==> src/rtl/gs_pkg.sv <==
package gs_pkg;
  typedef enum logic [2:0] {
    PH_IDLE = 3'd0,
    PH_RECV = 3'd1,
    PH_BARR = 3'd2,
    PH_UPD  = 3'd3,
    PH_SEND = 3'd4
  } phase_e;

  typedef enum logic {
    RED_MAX = 1'b0,
    RED_SUM = 1'b1
  } red_op_e;
endpackage

==> src/rtl/gs_phase_fsm.sv <==
module gs_phase_fsm
  import gs_pkg::*;
(
  input  logic   clk_i,
  input  logic   rst_ni,
  input  logic   start_i,
  input  logic   zero_cnt_i,
  input  logic   all_recv_i,
  input  logic   net_idle_i,
  input  logic   all_send_i,
  input  logic   last_step_i,
  output phase_e phase_o,
  output logic   start_acc_o,
  output logic   release_o,
  output logic   step_end_o,
  output logic   done_o
);
  phase_e phase_q, phase_d;
  logic   done_q, done_d;

  assign start_acc_o = (phase_q == PH_IDLE) && start_i;
  assign release_o   = (phase_q == PH_BARR) && all_recv_i && net_idle_i;
  assign step_end_o  = (phase_q == PH_SEND) && all_send_i;

  always_comb begin
    phase_d = phase_q;
    done_d  = 1'b0;
    case (phase_q)
      PH_IDLE: begin
        if (start_i && zero_cnt_i) done_d = 1'b1;
        else if (start_i)          phase_d = PH_RECV;
      end
      PH_RECV: if (all_recv_i) phase_d = PH_BARR;
      PH_BARR: if (release_o)  phase_d = PH_UPD;
      PH_UPD:  phase_d = PH_SEND;
      PH_SEND: begin
        if (step_end_o) begin
          phase_d = last_step_i ? PH_IDLE : PH_RECV;
          done_d  = last_step_i;
        end
      end
      default: phase_d = PH_IDLE;
    endcase
  end

  always_ff @(posedge clk_i or negedge rst_ni) begin
    if (!rst_ni) begin
      phase_q <= PH_IDLE;
      done_q  <= 1'b0;
    end else begin
      phase_q <= phase_d;
      done_q  <= done_d;
    end
  end

  assign phase_o = phase_q;
  assign done_o  = done_q;
endmodule

==> src/rtl/gs_step_ctr.sv <==
module gs_step_ctr #(
  parameter int CNT_W = 8
) (
  input  logic             clk_i,
  input  logic             rst_ni,
  input  logic             load_i,
  input  logic [CNT_W-1:0] limit_i,
  input  logic             inc_i,
  output logic [CNT_W-1:0] idx_o,
  output logic             last_o,
  output logic             zero_o
);
  logic [CNT_W-1:0] limit_q, idx_q;

  always_ff @(posedge clk_i or negedge rst_ni) begin
    if (!rst_ni) begin
      limit_q <= '0;
      idx_q   <= '0;
    end else if (load_i) begin
      limit_q <= limit_i;
      idx_q   <= '0;
    end else if (inc_i) begin
      idx_q <= idx_q + CNT_W'(1);
    end
  end

  assign zero_o = (limit_i == '0);
  assign last_o = (idx_q == limit_q - CNT_W'(1));
  assign idx_o  = idx_q;
endmodule

==> src/rtl/gs_reduce.sv <==
module gs_reduce
  import gs_pkg::*;
#(
  parameter int N_ENG  = 4,
  parameter int DATA_W = 16,
  localparam int VAL_W = N_ENG * DATA_W
) (
  input  logic              clk_i,
  input  logic              rst_ni,
  input  logic              load_op_i,
  input  logic              op_i,
  input  logic              capture_i,
  input  logic [VAL_W-1:0]  vals_i,
  output logic              vld_o,
  output logic [DATA_W-1:0] res_o
);
  red_op_e             op_q;
  logic [DATA_W-1:0]   acc_max, acc_sum, v;
  logic                vld_q;
  logic [DATA_W-1:0]   res_q;

  always_comb begin
    acc_max = '0;
    acc_sum = '0;
    v       = '0;
    for (int e = 0; e < N_ENG; e++) begin
      v = vals_i[e*DATA_W +: DATA_W];
      if (v > acc_max) acc_max = v;
      acc_sum = acc_sum + v;
    end
  end

  always_ff @(posedge clk_i or negedge rst_ni) begin
    if (!rst_ni) begin
      op_q  <= RED_MAX;
      vld_q <= 1'b0;
      res_q <= '0;
    end else begin
      if (load_op_i) op_q <= red_op_e'(op_i);
      vld_q <= capture_i;
      if (capture_i) res_q <= (op_q == RED_SUM) ? acc_sum : acc_max;
    end
  end

  assign vld_o = vld_q;
  assign res_o = res_q;
endmodule

==> src/rtl/gs_bcast.sv <==
module gs_bcast #(
  parameter int N_ENG = 4
) (
  input  logic             clk_i,
  input  logic             rst_ni,
  input  logic             collect_i,
  input  logic             fire_i,
  input  logic             req_i,
  input  logic [N_ENG-1:0] mask_i,
  output logic             bcast_o,
  output logic [N_ENG-1:0] mask_o
);
  logic             pend_q;
  logic [N_ENG-1:0] mask_q;

  always_ff @(posedge clk_i or negedge rst_ni) begin
    if (!rst_ni) begin
      pend_q <= 1'b0;
      mask_q <= '0;
    end else if (collect_i && req_i) begin
      pend_q <= 1'b1;
      mask_q <= mask_i;
    end else if (fire_i) begin
      pend_q <= 1'b0;
    end
  end

  assign bcast_o = fire_i && pend_q;
  assign mask_o  = bcast_o ? mask_q : '0;
endmodule

==> src/rtl/graph_step_seq.sv <==
module graph_step_seq
  import gs_pkg::*;
#(
  parameter int N_ENG  = 4,
  parameter int CNT_W  = 8,
  parameter int MSG_W  = 8,
  parameter int DATA_W = 16,
  localparam int VAL_W = N_ENG * DATA_W
) (
  input  logic              clk_i,
  input  logic              rst_ni,
  input  logic              start_i,
  input  logic [CNT_W-1:0]  step_count_i,
  input  logic              red_op_i,
  input  logic [N_ENG-1:0]  recv_done_i,
  input  logic [N_ENG-1:0]  send_done_i,
  input  logic [MSG_W-1:0]  inflight_i,
  input  logic [VAL_W-1:0]  red_val_i,
  input  logic              bcast_req_i,
  input  logic [N_ENG-1:0]  bcast_mask_i,
  output logic [2:0]        phase_o,
  output logic [N_ENG-1:0]  recv_en_o,
  output logic [N_ENG-1:0]  upd_en_o,
  output logic [N_ENG-1:0]  send_en_o,
  output logic [CNT_W-1:0]  step_idx_o,
  output logic              done_o,
  output logic              bcast_o,
  output logic [N_ENG-1:0]  bcast_mask_o,
  output logic              red_vld_o,
  output logic [DATA_W-1:0] red_res_o
);
  phase_e phase;
  logic   start_acc, release_ev, step_end, last_step, zero_cnt;

  gs_phase_fsm u_fsm (
    .clk_i       (clk_i),
    .rst_ni      (rst_ni),
    .start_i     (start_i),
    .zero_cnt_i  (zero_cnt),
    .all_recv_i  (&recv_done_i),
    .net_idle_i  (inflight_i == '0),
    .all_send_i  (&send_done_i),
    .last_step_i (last_step),
    .phase_o     (phase),
    .start_acc_o (start_acc),
    .release_o   (release_ev),
    .step_end_o  (step_end),
    .done_o      (done_o)
  );

  gs_step_ctr #(.CNT_W(CNT_W)) u_ctr (
    .clk_i   (clk_i),
    .rst_ni  (rst_ni),
    .load_i  (start_acc),
    .limit_i (step_count_i),
    .inc_i   (step_end),
    .idx_o   (step_idx_o),
    .last_o  (last_step),
    .zero_o  (zero_cnt)
  );

  gs_reduce #(.N_ENG(N_ENG), .DATA_W(DATA_W)) u_red (
    .clk_i     (clk_i),
    .rst_ni    (rst_ni),
    .load_op_i (start_acc),
    .op_i      (red_op_i),
    .capture_i (release_ev),
    .vals_i    (red_val_i),
    .vld_o     (red_vld_o),
    .res_o     (red_res_o)
  );

  gs_bcast #(.N_ENG(N_ENG)) u_bc (
    .clk_i     (clk_i),
    .rst_ni    (rst_ni),
    .collect_i (phase == PH_RECV || phase == PH_BARR),
    .fire_i    (phase == PH_UPD),
    .req_i     (bcast_req_i),
    .mask_i    (bcast_mask_i),
    .bcast_o   (bcast_o),
    .mask_o    (bcast_mask_o)
  );

  // receive stays open through the barrier so late messages still drain
  assign recv_en_o = {N_ENG{phase == PH_RECV || phase == PH_BARR}};
  assign upd_en_o  = {N_ENG{phase == PH_UPD}};
  assign send_en_o = {N_ENG{phase == PH_SEND}};
  assign phase_o   = phase;
endmodule

==> config.mk <==
export PLATFORM = sky130hd
export DESIGN_NAME = graph_step_seq
export DESIGN_NICKNAME = d
export VERILOG_FILES = /design/src/rtl/gs_pkg.sv /design/src/rtl/gs_phase_fsm.sv /design/src/rtl/gs_step_ctr.sv /design/src/rtl/gs_reduce.sv /design/src/rtl/gs_bcast.sv /design/src/rtl/graph_step_seq.sv
export SDC_FILE = /design/constraint.sdc
export NUM_CORES = 1
export LEC_CHECK = 0
export BUFFER_PORTS_ARGS = -buffer_cell sky130_fd_sc_hd__buf_4
export CAP_MARGIN = 10
export CORE_UTILIZATION = 31
export CTS_CLUSTER_SIZE = 14
export DETAILED_ROUTE_END_ITERATION = 8
export HOLD_SLACK_MARGIN = 0.05
export PLACE_DENSITY = 0.54
export SYNTH_ARGS = -nofsm -noshare
export SYNTH_HDL_FRONTEND = slang
export SYNTH_SLANG_ARGS = --single-unit
==> constraint.sdc <==
create_clock -name clk_i -period 3.82 [get_ports clk_i]
set_input_delay 0.955 -clock clk_i [delete_from_list [all_inputs] [get_ports clk_i]]
set_output_delay 0.955 -clock clk_i [all_outputs]
set_load 0.03 [all_outputs]
==> tab_implementation.tex <==
\begin{tabular}{lr}
\hline
Metric & Value \\
\hline
\multicolumn{2}{l}{\textbf{Power and ir drop}} \\
\quad Static Leak & 4.19 nW \\
\quad Combinational share of power & 69.2\% \\
\quad Power Dens Cells & 419 nW/um\^{}2 \\
\quad Cell internal power dissipation & 0.00213 W \\
\quad Worst-case vdd ir drop & 0.651 mV \\
\quad Sw Share & 43.4\% \\
\quad Net Sw Power & 0.00163 W \\
\quad Design Power & 0.00376 W \\
\quad Share of power burned in the clock network & 13.1\% \\
\quad Sequential cell fraction of total power & 17.7\% \\
\multicolumn{2}{l}{\textbf{Place}} \\
\quad Count of placed standard cells including taps & 1,116 \\
\quad Routability cong. & 0.878 \\
\quad Detailed placement HPWL & 16,300 um \\
\quad Cell Area, Placed & 7890 um\^{}2 \\
\quad PortBufs & 142 \\
\multicolumn{2}{l}{\textbf{STA}} \\
\quad Setup total negative slack & -40.34 ns \\
\quad Setup repair after global routing missed its margin & yes \\
\quad Skew final & 0.00261 ns \\
\quad Final slew viol count & 0 \\
\quad Final count of hold timing violations & 0 \\
\quad Maximum achievable frequency & 155 MHz \\
\quad Crit share post-route & 168\% \\
\quad Final Critical Period & 6.43 ns \\
\quad Final setup violating endpoints & 16 \\
\quad Max-slew headroom & 54.9\% \\
\quad Least-Margin Pin Slew & 0.659 ns \\
\quad Setup ws final & -2.61 ns \\
\multicolumn{2}{l}{\textbf{Synth}} \\
\quad Avg Synthesized Cell Area & 8.67 um\^{}2 \\
\quad Main area contributors after synthesis & sky130\_fd\_sc\_hd\_\_dfrtp\_1, sky130\_fd\_sc\_hd\_\_ha\_1, sky130\_fd\_sc\_hd\_\_fa\_1 \\
\quad Share of synthesized registers carrying an async set or reset & 100\% \\
\quad Sequential area share after synthesis & 19.6\% \\
\quad Syn Nets & 825 \\
\quad Unique masters post-synth & 63 \\
\quad Post-synthesis instance area & 5490 um\^{}2 \\
\quad Yosys warning total & 0 \\
\quad Number of synthesized flops with an enable pin & 0 \\
\quad Post-synth top area cell & sky130\_fd\_sc\_hd\_\_dfrtp\_1 \\
\quad Most frequently used flop master after synthesis & sky130\_fd\_sc\_hd\_\_dfrtp\_1 \\
\quad Total of flip-flops plus latches after synthesis & 43 \\
\quad Area fraction of the dominant cell type after synthesis & 19.6\% \\
\quad Number of standard cells after synthesis & 634 \\
\multicolumn{2}{l}{\textbf{Die}} \\
\quad Total Die Area & 18,300 um\^{}2 \\
\quad Die height & 135 um \\
\quad Core area & 17,300 um\^{}2 \\
\quad Row cnt & 48 \\
\quad Die X & 135 um \\
\quad Count of boundary I/O pins & 143 \\
\quad Starting utilization of the core area & 31.8\% \\
\multicolumn{2}{l}{\textbf{Drt}} \\
\quad Count of nets left with antenna violations after detail routing & 0 \\
\quad Pre-Repair DR Iteration Count & 5 \\
\quad Iteration-0 DRC Markers & 148 \\
\quad DR WL/cell & 16.8 um \\
\quad Via total after detailed routing & 5,871 \\
\quad Routed wire length & 19,400 um \\
\quad Ratio of routed vias to standard cells & 5.07 \\
\quad DRC errors left & 0 \\
\multicolumn{2}{l}{\textbf{Clock network}} \\
\quad CTS Root Cell & sky130\_fd\_sc\_hd\_\_clkbuf\_16 \\
\quad Sink count of the clock tree & 43 \\
\quad Clock network latency to the later pin of the worst-skew pair & 0.29 ns \\
\quad Number of buffers between clock root and the deepest sink & 2 \\
\quad H-tree depth reported by CTS & 2 \\
\quad Worst-path clk slew & 0.06 ns \\
\quad CTS buffer count & 5 \\
\quad TritonCTS clock tree & yes \\
\multicolumn{2}{l}{\textbf{GRT}} \\
\quad Initial antenna violation count & 0 \\
\quad Largest net degree at the start of global routing & 44 \\
\quad Gr usage total & 21.1\% \\
\quad Wire length of the first global-routing pass & 30,200 um \\
\quad Total gr overflow & 0 \\
\quad Number of global-route vias before repair & 5,988 \\
\multicolumn{2}{l}{\textbf{Layout}} \\
\quad Antenna diode instance count & 0 \\
\quad Fill cell instance count of the final layout & 1,625 \\
\quad Layout Area Growth over Synthesis & 63.6\% \\
\quad Most frequent standard cell in the layout excluding fill and tap cells & sky130\_fd\_sc\_hd\_\_buf\_4 \\
\quad Finished Cell Area & 8990 um\^{}2 \\
\quad Net total in the final layout & 1,123 \\
\quad Layout cell share with drive strength beyond 1 & 47.5\% \\
\quad Commonest cells after routing, fill and taps aside & sky130\_fd\_sc\_hd\_\_buf\_4, sky130\_fd\_sc\_hd\_\_nor2\_1, sky130\_fd\_sc\_hd\_\_ha\_1 \\
\quad Layout Cells excl Fill & 1,158 \\
\multicolumn{2}{l}{\textbf{Worst setup path}} \\
\quad Number of cells traversed by the worst register-to-register path & 9 \\
\quad Delay-heaviest family, CP & compound AO/OA/AOI/OAI gates \\
\quad Sum of buffers and inverters on the critical path & 8 \\
\quad Critical path startpoint category & primary input \\
\quad Delay of the slowest cell on the worst path & 0.37 ns \\
\quad Worst-path cell with the longest stage delay & sky130\_fd\_sc\_hd\_\_or3\_4 \\
\quad Source of the critical timing path & red\_val\_i[10] \\
\quad Crit path capture & u\_red.res\_o[5] \\
\quad Category of the critical setup timing path & primary input to register \\
\quad Signal arrival time at the worst endpoint & 6.64 ns \\
\quad Startpoint of the most critical register-to-register path & u\_ctr.limit\_q[2] \\
\quad Flop2flop setup slack & 1.24 ns \\
\quad Count of cell instances traversed by the critical path & 32 \\
\quad Critical path required time & 4.03 ns \\
\quad Maximum net fanout on the critical path & 6 \\
\quad Endpoint kind of the worst setup timing path & register \\
\quad Reg2reg end & u\_fsm.phase\_o[0] \\
\quad CP most frequent cell & sky130\_fd\_sc\_hd\_\_buf\_6 \\
\multicolumn{2}{l}{\textbf{Status}} \\
\quad Failing checks & negative setup slack \\
\quad Result of the run & complete, but fails checks \\
\multicolumn{2}{l}{\textbf{Hold path}} \\
\quad Worst hold-check path type & register to register \\
\quad Hold path startpoint & u\_bc.mask\_q[0] \\
\quad Cell depth of the worst hold path & 1 \\
\multicolumn{2}{l}{\textbf{Flow run}} \\
\quad Maximum capacitance violations & 0 \\
\hline
\end{tabular}
repair_timing:
action	in CTS	in global routing
setup buffers	24	10
gates resized for setup	60	77
pin swaps	19	40
endpoints found under the setup margin	16	16
gates cloned	2	0
hold buffers	0	0
endpoints found under the hold margin	0	0
power groups by stage:
stage	clock network, W	logic, W	registers (W)
after global routing	0.000525	0.00283	0.000683
after floorplan	0	0.00146	0.000654
after detailed placement	0	0.00225	0.000672
final	0.000491	0.00260	0.000667
after CTS	0.000506	0.00243	0.000662
after global placement	0	0.00221	0.000663
how the worst min path moves through the flow:
stage	endpoint	slack (ns)
finish	u_bc.mask_q[0]	0.50
floorplan	u_bc.mask_q[0]	0.47
global route	u_bc.mask_q[0]	0.52
CTS	u_bc.mask_q[0]	0.50
global placement	u_bc.mask_q[0]	0.49
detailed placement	u_bc.mask_q[0]	0.49
registers in the layout, indices dropped and copies added (netlist names):
name	cells
u_bc.mask_q	4
u_bc.pend_q	1
u_ctr.idx_o	8
u_ctr.limit_q	8
u_fsm.done_o	1
u_fsm.phase_o	3
u_red.op_q	1
u_red.res_o	16
u_red.vld_o	1
through the flow:
stage               util, %  setup WS, ns  hold slack (ns)
finish                 52.0         -2.61            0.504
global route           52.0         -2.90            0.516
CTS                    49.2         -2.45            0.504
detailed placement     45.6         -3.10            0.489
global placement       45.6         -2.94            0.490
floorplan                 -         -2.38            0.473
worst reg2reg max path: cells and delay by family, from the launching register on:
family | cells | cell delay (ns)
AOI/OAI and AO/OA | 3 | 0.82
DFF | 1 | 0.44
and+or+nand+nor | 6 | 1.23
cells in the mapped netlist, types with 5 or more instances:
cell                       instances
sky130_fd_sc_hd__ha_1             64
sky130_fd_sc_hd__nor2_1           61
sky130_fd_sc_hd__inv_1            44
sky130_fd_sc_hd__dfrtp_1          43
sky130_fd_sc_hd__a21oi_1          41
sky130_fd_sc_hd__nand2_1          38
sky130_fd_sc_hd__fa_1             30
sky130_fd_sc_hd__o21ai_0          30
sky130_fd_sc_hd__xnor2_1          19
sky130_fd_sc_hd__a31oi_1          17
sky130_fd_sc_hd__clkbuf_1         17
sky130_fd_sc_hd__nand3_1          17
sky130_fd_sc_hd__mux2i_1          16
sky130_fd_sc_hd__buf_4            14
sky130_fd_sc_hd__mux2_2           12
sky130_fd_sc_hd__nor3_1           12
sky130_fd_sc_hd__o21a_1           12
sky130_fd_sc_hd__xor2_1           12
sky130_fd_sc_hd__and2_1           11
sky130_fd_sc_hd__a211oi_1          9
sky130_fd_sc_hd__a21o_1            9
sky130_fd_sc_hd__and3_1            9
sky130_fd_sc_hd__nand4_1           8
sky130_fd_sc_hd__nor2b_1           7
sky130_fd_sc_hd__a211o_1           6
sky130_fd_sc_hd__or3_1             6
sky130_fd_sc_hd__a311oi_1          5
sky130_fd_sc_hd__a32o_1            5
sky130_fd_sc_hd__and4_1            5
sky130_fd_sc_hd__o211ai_1          5
final cells by class:
type | count | area [um^2] | area share [%]
clock inverters | 3 | 43.8 | 0.487
multi-input cells | 513 | 4690 | 52.1
clock buffers | 5 | 125 | 1.39
inverters | 45 | 199 | 2.21
flip-flops and latches | 43 | 1080 | 12.0
repair buffers | 324 | 2580 | 28.7
well taps | 225 | 282 | 3.13
cells by family after synthesis:
| logic type | count (synthesis) | share of synthesized area [%] |
|---|---|---|
| xor+xnor | 31 | 4.94 |
| simple gates | 193 | 17.9 |
| mux | 28 | 5.37 |
| compound gates | 166 | 20.3 |
| buf+inv | 79 | 6.40 |
| fa+ha+maj | 94 | 25.5 |
| flops | 43 | 19.6 |
routing by layer:
layer / global-route usage, % / wire, um
met5: 0 / 0
met4: 5.06 / 335
met3: 1.65 / 837
met2: 38.3 / 9650
met1: 26.8 / 8590
Note: power is estimated with default switching activity, not from simulation.
